`config.mk`:
```
export PLATFORM = sky130hd
export DESIGN_NAME = irq_prio_ctrl
export DESIGN_NICKNAME = d
export VERILOG_FILES = /design/src/rtl/irq_pkg.sv /design/src/rtl/irq_bus_decode.sv /design/src/rtl/irq_setclr_reg.sv /design/src/rtl/irq_prio_enc.sv /design/src/rtl/irq_prio_ctrl.sv
export SDC_FILE = /design/constraint.sdc
export NUM_CORES = 1
export LEC_CHECK = 0
export ABC_AREA = 1
export BUFFER_PORTS_ARGS = -buffer_cell sky130_fd_sc_hd__buf_2
export CAP_MARGIN = 30
export CORE_UTILIZATION = 26
export DETAILED_ROUTE_END_ITERATION = 12
export SLEW_MARGIN = 5
export SYNTH_ARGS = -nofsm -noshare
export SYNTH_HDL_FRONTEND = slang
export SYNTH_SLANG_ARGS = --single-unit
```
`constraint.sdc`:
```
create_clock -name clk -period 1.95 [get_ports clk]
set_input_delay 0.2925 -clock clk [delete_from_list [all_inputs] [get_ports clk]]
set_output_delay 0.2925 -clock clk [all_outputs]
set_load 0.01 [all_outputs]
```
`src/rtl/irq_pkg.sv`:
```
package irq_pkg;
   localparam int unsigned REG_W      = 16;
   localparam int unsigned STORE_W    = 15;
   localparam int unsigned NUM_SRC    = 14;
   localparam int unsigned OP_BIT     = 15;
   localparam int unsigned MASTER_BIT = 14;
   localparam int unsigned VBL_BIT    = 5;
   localparam int unsigned LVL_W      = 3;
   localparam int unsigned NUM_LVL    = 7;

   // Request sources feeding each CPU level; level 2 has no source.
   function automatic logic [NUM_SRC-1:0] level_mask(input int unsigned lvl);
      logic [NUM_SRC-1:0] m;
      m = '0;
      case (lvl)
         6: m[13]    = 1'b1;
         5: m[12:11] = 2'b11;
         4: m[10:7]  = 4'hF;
         3: m[6:4]   = 3'b111;
         1: m[2:0]   = 3'b111;
         default: m  = '0;
      endcase
      return m;
   endfunction
endpackage

```
`src/rtl/irq_bus_decode.sv`:
```
module irq_bus_decode #(
   parameter int unsigned ADDR_W  = 9,
   parameter int unsigned OFF_EWR = 'h09A,
   parameter int unsigned OFF_RWR = 'h09C,
   parameter int unsigned OFF_ERD = 'h01C,
   parameter int unsigned OFF_RRD = 'h01E
) (
   input  logic              bus_we,
   input  logic              bus_rd,
   input  logic [ADDR_W-1:0] bus_addr,
   output logic              en_wr,
   output logic              req_wr,
   output logic              en_sel,
   output logic              req_sel
);
   if (OFF_EWR >= (1 << ADDR_W) || OFF_RWR >= (1 << ADDR_W) ||
       OFF_ERD >= (1 << ADDR_W) || OFF_RRD >= (1 << ADDR_W)) begin : g_off_chk
      $error("irq_bus_decode: register offset does not fit ADDR_W");
   end

   localparam logic [ADDR_W-1:0] A_EWR = ADDR_W'(OFF_EWR);
   localparam logic [ADDR_W-1:0] A_RWR = ADDR_W'(OFF_RWR);
   localparam logic [ADDR_W-1:0] A_ERD = ADDR_W'(OFF_ERD);
   localparam logic [ADDR_W-1:0] A_RRD = ADDR_W'(OFF_RRD);

   always_comb begin
      en_wr   = bus_we && (bus_addr == A_EWR);
      req_wr  = bus_we && (bus_addr == A_RWR);
      en_sel  = bus_rd && (bus_addr == A_ERD);
      req_sel = bus_rd && (bus_addr == A_RRD);
   end
endmodule

```
`src/rtl/irq_setclr_reg.sv`:
```
module irq_setclr_reg #(
   parameter int unsigned W     = 15,
   parameter int unsigned OP_IX = 15
) (
   input  logic         clk,
   input  logic         rst_n,
   input  logic         wr,
   input  logic [OP_IX:0] wdata,
   input  logic [W-1:0] hw_set,
   output logic [W-1:0] q
);
   if (W > OP_IX) begin : g_w_chk
      $error("irq_setclr_reg: stored width must sit below the op bit");
   end

   logic [W-1:0] nxt;

   // Hardware set is ORed in last so it overrides a CPU clear.
   for (genvar i = 0; i < W; i++) begin : g_bit
      always_comb begin
         nxt[i] = q[i];
         if (wr && wdata[i]) nxt[i] = wdata[OP_IX];
         nxt[i] = nxt[i] | hw_set[i];
      end
   end

   always_ff @(posedge clk or negedge rst_n) begin
      if (!rst_n) q <= '0;
      else        q <= nxt;
   end
endmodule

```
`src/rtl/irq_prio_enc.sv`:
```
module irq_prio_enc
   import irq_pkg::*;
#(
   parameter int unsigned SRC_N = irq_pkg::NUM_SRC,
   parameter int unsigned LW    = irq_pkg::LVL_W,
   parameter int unsigned LVLS  = irq_pkg::NUM_LVL
) (
   input  logic [SRC_N-1:0] active,
   input  logic             master,
   output logic [LW-1:0]    level
);
   if (SRC_N != NUM_SRC) begin : g_src_chk
      $error("irq_prio_enc: source count must match the level map");
   end
   if (LVLS > (1 << LW)) begin : g_lw_chk
      $error("irq_prio_enc: LW too narrow for LVLS");
   end

   logic [LVLS-1:1] hit;

   for (genvar l = 1; l < LVLS; l++) begin : g_lvl
      assign hit[l] = |(active & level_mask(l));
   end

   always_comb begin
      level = '0;
      if (master) begin
         for (int l = 1; l < int'(LVLS); l++) begin
            if (hit[l]) level = LW'(l);
         end
      end
   end
endmodule

```
`src/rtl/irq_prio_ctrl.sv`:
```
module irq_prio_ctrl
   import irq_pkg::*;
#(
   parameter int unsigned ADDR_W  = 9,
   parameter int unsigned OFF_EWR = 'h09A,
   parameter int unsigned OFF_RWR = 'h09C,
   parameter int unsigned OFF_ERD = 'h01C,
   parameter int unsigned OFF_RRD = 'h01E
) (
   input  logic              clk,
   input  logic              rst_n,
   input  logic              bus_we,
   input  logic              bus_rd,
   input  logic [ADDR_W-1:0] bus_addr,
   input  logic [15:0]       bus_wdata,
   output logic [15:0]       bus_rdata,
   input  logic              vblank_pulse,
   output logic [2:0]        irq_level
);
   if (REG_W != 16 || LVL_W != 3) begin : g_pkg_chk
      $error("irq_prio_ctrl: port widths assume 16-bit data, 3-bit level");
   end

   logic en_wr, req_wr, en_sel, req_sel;
   logic [STORE_W-1:0] en_q, req_q, hw_req, hw_en;
   logic [LVL_W-1:0]   lvl_c;

   irq_bus_decode #(
      .ADDR_W(ADDR_W), .OFF_EWR(OFF_EWR), .OFF_RWR(OFF_RWR),
      .OFF_ERD(OFF_ERD), .OFF_RRD(OFF_RRD)
   ) u_dec (
      .bus_we(bus_we), .bus_rd(bus_rd), .bus_addr(bus_addr),
      .en_wr(en_wr), .req_wr(req_wr), .en_sel(en_sel), .req_sel(req_sel)
   );

   always_comb begin
      hw_en  = '0;
      hw_req = '0;
      hw_req[VBL_BIT] = vblank_pulse;
   end

   irq_setclr_reg #(.W(STORE_W), .OP_IX(OP_BIT)) u_en (
      .clk(clk), .rst_n(rst_n), .wr(en_wr), .wdata(bus_wdata),
      .hw_set(hw_en), .q(en_q)
   );

   irq_setclr_reg #(.W(STORE_W), .OP_IX(OP_BIT)) u_req (
      .clk(clk), .rst_n(rst_n), .wr(req_wr), .wdata(bus_wdata),
      .hw_set(hw_req), .q(req_q)
   );

   irq_prio_enc u_enc (
      .active(en_q[NUM_SRC-1:0] & req_q[NUM_SRC-1:0]),
      .master(en_q[MASTER_BIT]),
      .level(lvl_c)
   );

   always_ff @(posedge clk or negedge rst_n) begin
      if (!rst_n) irq_level <= '0;
      else        irq_level <= lvl_c;
   end

   always_comb begin
      bus_rdata = '0;
      if (en_sel)  bus_rdata = {1'b0, en_q};
      if (req_sel) bus_rdata = {1'b0, req_q};
   end
endmodule

```
# --- After elaboration in Yosys (flattened, before gate mapping) ---
# Index checks and enable logic that the tools add are counted.
word_totals:
  out_inout_bits: 19
  reg_bits: 33
  input_bits: 30
op_classes:
  n_eq_ne: 4
  mux: 9
  bitwise_logic: 2
  reduce_logical: 38
ops:
  columns: ["operator", "count"]
  rows:
  - ["$logic_and A1 B1 Y1", 34]
  - ["$mux W15", 2]
  - ["$eq A9 B5 Y1 const B", 2]
  - ["$eq A9 B8 Y1 const B", 2]
  - ["$mux W3", 5]
  - ["$and A14 B14 Y14", 1]
  - ["$reduce_or A3 Y1", 2]
  - ["$reduce_or A4 Y1", 1]
  - ["$mux W1", 2]
  - ["$reduce_or A2 Y1", 1]
  - ["$or A1 B1 Y1", 1]

# --- Logic depth before layout (Yosys ltp) ---
depth:
  ltp_word: 8
  depth_mapped: 9

# --- Modules after synthesis ---
# From an unflattened synthesis, not the netlist that was laid out.
hier_totals:
  hier_cells: 319
  area_unflattened_um2: 2128.3
by_module_without_submodules:
  columns: ["module", "n_inst", "seq_area_each_um2", "area_per_inst_um2", "cells_each"]
  rows:
  - ["irq_setclr_reg", 2, 375.4, 734.5, 94]
  - ["irq_prio_ctrl", 1, 75.1, 449.2, 83]
  - ["irq_prio_enc", 1, 0.0, 106.4, 23]
  - ["irq_bus_decode", 1, 0.0, 103.8, 25]

# --- Least setup slack after synthesis ---
# No wires, ideal clock.
synth_timing:
  kind: "input to output"
  from: "input bus_addr[3]"
  to: "output bus_rdata[10]"
  cell_stages: 6
  required_ps: 1657
  path_slack_ps: 582
  arrival_time_ps: 1076
  path_cell_list: "nand2_1 -> inv_2 -> nand2_1 -> nand3b_1 -> buf_4 -> o21ai_1"
synth_via:
  elab_chain_len: 4
  elab_cells_between_ends: 6
  classes_between: "2 x eq/ne; 2 x mux; 2 x reduce/logical"
synth_rtl:
  columns: ["element", "line_no", "rtl"]
  rows:
  - ["start, declared", "irq_prio_ctrl.sv:14", "input logic [ADDR_W-1:0] bus_addr,"]
  - ["$eq A9 B5 Y1", "irq_bus_decode.sv:29", "en_sel = bus_rd && (bus_addr == A_ERD);"]
  - ["$logic_and A1 B1 Y1", "irq_bus_decode.sv:29", null]
  - ["$mux W15", "irq_prio_ctrl.sv:65", "if (en_sel) bus_rdata = {1'b0, en_q};"]
  - ["$mux W15 (*)", "irq_prio_ctrl.sv:66", "if (req_sel) bus_rdata = {1'b0, req_q};"]
  - ["end, declared", "irq_prio_ctrl.sv:16", "output logic [15:0] bus_rdata,"]
# Every way passes the cells marked *; elsewhere a longest branch is shown, timed or not.

# --- Worst setup path after layout ---
layout_timing:
  from: "input bus_addr[5]"
  to: "output bus_rdata[8]"
# The elaborated chain is that of the path after synthesis.

==> impl_metrics.json <==
{
  "yosysUniqueCellTypes": 23,
  "die_x_um": 93.72,
  "insertedDiodeCount": 0,
  "cts_tree": "done",
  "switchingPower_uw": 336.6,
  "worstPathRequired_ns": 1.66,
  "fin_cells": 477,
  "start_util_pct": 26.75,
  "wire_per_inst_um": 11.44,
  "via_count": 2120,
  "clkLatencyLatePin_ns": 0.28,
  "areaGrowthSynthToFinish_pct": 18.88,
  "worstPathCellList": "buf_2, clkinv_1, nand2_1, nor3_2, nand3b_1, buf_4, o21ai_1, buf_2",
  "clockBufferDepth": 2,
  "syn_inst": 329,
  "die_area_um2": 8783,
  "tightest_slew_ns": 0.7592,
  "drc": 0,
  "firstDrtPassIters": 4,
  "critical_path_class": "primary input to output pin",
  "startpoint_type": "primary input",
  "syn_area_um2": 2187,
  "rsz0062_at_grt": "no",
  "fin_crit_ns": 1.686,
  "finClkSkew_ns": 0.002749,
  "power_uw": 1329,
  "worstHoldPathType": "primary input to asynchronous set/reset pin",
  "finalSetupTns_ns": 0,
  "cts.repair.resized": 0,
  "cp_max_fo": 11,
  "fmax_ghz": 0.5931,
  "holdBufCountCts": 0,
  "grt_start_max_net_pins": 61,
  "clockRootBuffer": "clkbuf_8",
  "setup_viol": 0,
  "layout.nets": 401,
  "antenna_found_initial": 0,
  "grt_pass1_wl_um": 9356,
  "slowest_delay_ns": 0.24,
  "cts_buffers": 5,
  "drt_wl_total_um": 5458,
  "portBuffers": 47,
  "drive_gt1_share_pct": 19.35,
  "rows": 33,
  "switching_share_pct": 25.33,
  "status": "finished clean",
  "grt-ovfl-total": 0,
  "place.gp.congestion": 0.7471,
  "leakage_uw": 0.001496,
  "synth.avg_cell_area_um2": 6.648,
  "slew_viol_final": 0,
  "ios": 49,
  "drt_iter0_markers": 74,
  "critPathSlowestCell": "buf_4",
  "ir_drop_v": 0.0002093,
  "die_height_um": 93.72,
  "cp.arrival_ns": 1.39,
  "grt_pass1_vias": 2010,
  "crit_top_cell": "buf_2",
  "hold_viol": 0,
  "viasPerCell": 4.444,
  "cts_max_level": 2,
  "finalCritPeriodShare_pct": 86.46,
  "ys_ff_latch": 33,
  "relSlewSlack_pct": 49.39,
  "pwr-share-comb_pct": 10.0,
  "seq_area_frac_synth_pct": 37.76,
  "synth_nets": 359,
  "synth-warning-count": 0,
  "pwr-share-seq_pct": 52.9,
  "coreArea_um2": 8175,
  "crit_path_end_kind": "output pin",
  "ant_nets": 0,
  "clkPwrFrac_pct": 37.1,
  "cts_sinks": 33,
  "drv_cap": 0,
  "grt_util_all_layers_pct": 13.54,
  "dp_hpwl_um": 3703,
  "post-cts-setup-buffer-count": 0,
  "dp_cells": 469,
  "clkTransAtPathRegs_ns": 0.07,
  "p_int_uw": 992.2,
  "power_density_nw_per_um2": 511.1
}
[through the flow]
stage	instance area, um2	hold WS [ns]	worst slack [ns]	utilization [%]
2_1_floorplan	2187	-0.003091	0.5817	-
3_3_place_gp	2520	0.4201	0.2454	30.82
4_1_cts	2600	0.1144	0.2289	31.80
5_1_grt	2600	0.1360	0.06636	31.80
6_report	2600	0.08129	0.2639	31.80
3_5_place_dp	2520	0.4164	0.2238	30.82
[metal layers]
layer	share of wire, %	vias to the layer above	wire (um)	GRT usage [%]
li1	-	1101	-	-
met1	48	975	2609	17.54
met2	47	40	2538	22.45
met3	4.9	4	270	4.045
met4	0.73	0	40	2.308
met5	0	-	0	0
[synthesized netlist by cell type (all sizes together)]
master | instances | area [um2]
conb | 1 | 3.750
buf | 18 | 112.6
nand2 | 111 | 416.7
clkinv | 1 | 3.750
nand4 | 30 | 187.7
nor2b | 1 | 13.76
clkbuf | 1 | 3.750
nor3 | 1 | 10.01
nor2 | 8 | 47.54
dfrtp | 33 | 825.8
nand3 | 36 | 192.7
o21ai | 17 | 96.34
nand3b | 1 | 7.510
inv | 68 | 255.3
a21oi | 2 | 10.01
[state kept, by name (all words and copies together), names as in the netlist]
register,cells
u_en.q,15
u_req.q,15
irq_level,3
[worst paths after layout]
kind | from | end | slack [ns] | cells after the start
setup / recovery | bus_addr[5] | bus_rdata[8] | 0.26 | 8
hold / removal | rst_n | u_en.q[4] | 0.08 | 1
setup reg to reg | u_req.q[7] | irq_level[0] | 0.88 | 5
hold reg to reg | u_en.q[14] | irq_level[2] | 0.53 | 2
max in group asynchronous | rst_n | u_en.q[13] | 1.39 | 1
min in group clk | vblank_pulse | u_req.q[5] | 0.21 | 3
[layout by cell type (no fill, tap or decap)]
master / n
a21oi_1: 2
buf_12: 2
buf_2: 47
buf_4: 5
clkbuf_1: 3
clkbuf_8: 5
clkinv_1: 1
conb_1: 1
dfrtp_1: 33
inv_1: 66
inv_2: 2
nand2_1: 111
nand3_1: 35
nand3_4: 1
nand3b_1: 1
nand4_1: 30
nor2_1: 3
nor2_2: 3
nor2_4: 2
nor2b_4: 1
nor3_2: 1
o21ai_0: 7
o21ai_1: 7
o21ai_2: 3
[kinds of logic after synthesis]
| logic type | Yosys count | synth area share (%) |
|---|---|---|
| AO/OA/AOI/OAI | 19 | 4.863 |
| buffers and inverters | 88 | 17.16 |
| flip-flops | 33 | 37.76 |
| other | 1 | 0.1715 |
| AND/OR/NAND/NOR | 188 | 40.05 |
[critical path, delay by kind of cell]
family / cells / cell delay, ns
AO/OA/AOI/OAI: 1 / 0.15
AND/OR/NAND/NOR: 3 / 0.42
buffers and inverters: 4 / 0.52
[final cells by class]
| class | instances | area (um2) |
|---|---|---|
| clock buffer | 8 | 80.08 |
| multi-input combinational | 208 | 991.0 |
| timing repair buffer | 54 | 312.8 |
| sequential | 33 | 825.8 |
| fill | 904 | 5575 |
| tap | 105 | 131.4 |
| inverter | 69 | 259.0 |
[power by group through the flow]
stage                     clock [uW]  sequential (uW)  combinational, uW
final                            493              702                133
after global routing             545              703                152
after CTS                        503              702                135
after detailed placement           0              715                135
after global placement             0              715                131
after floorplan                    0              715               60.3
Power figures use the tool's default switching activity.
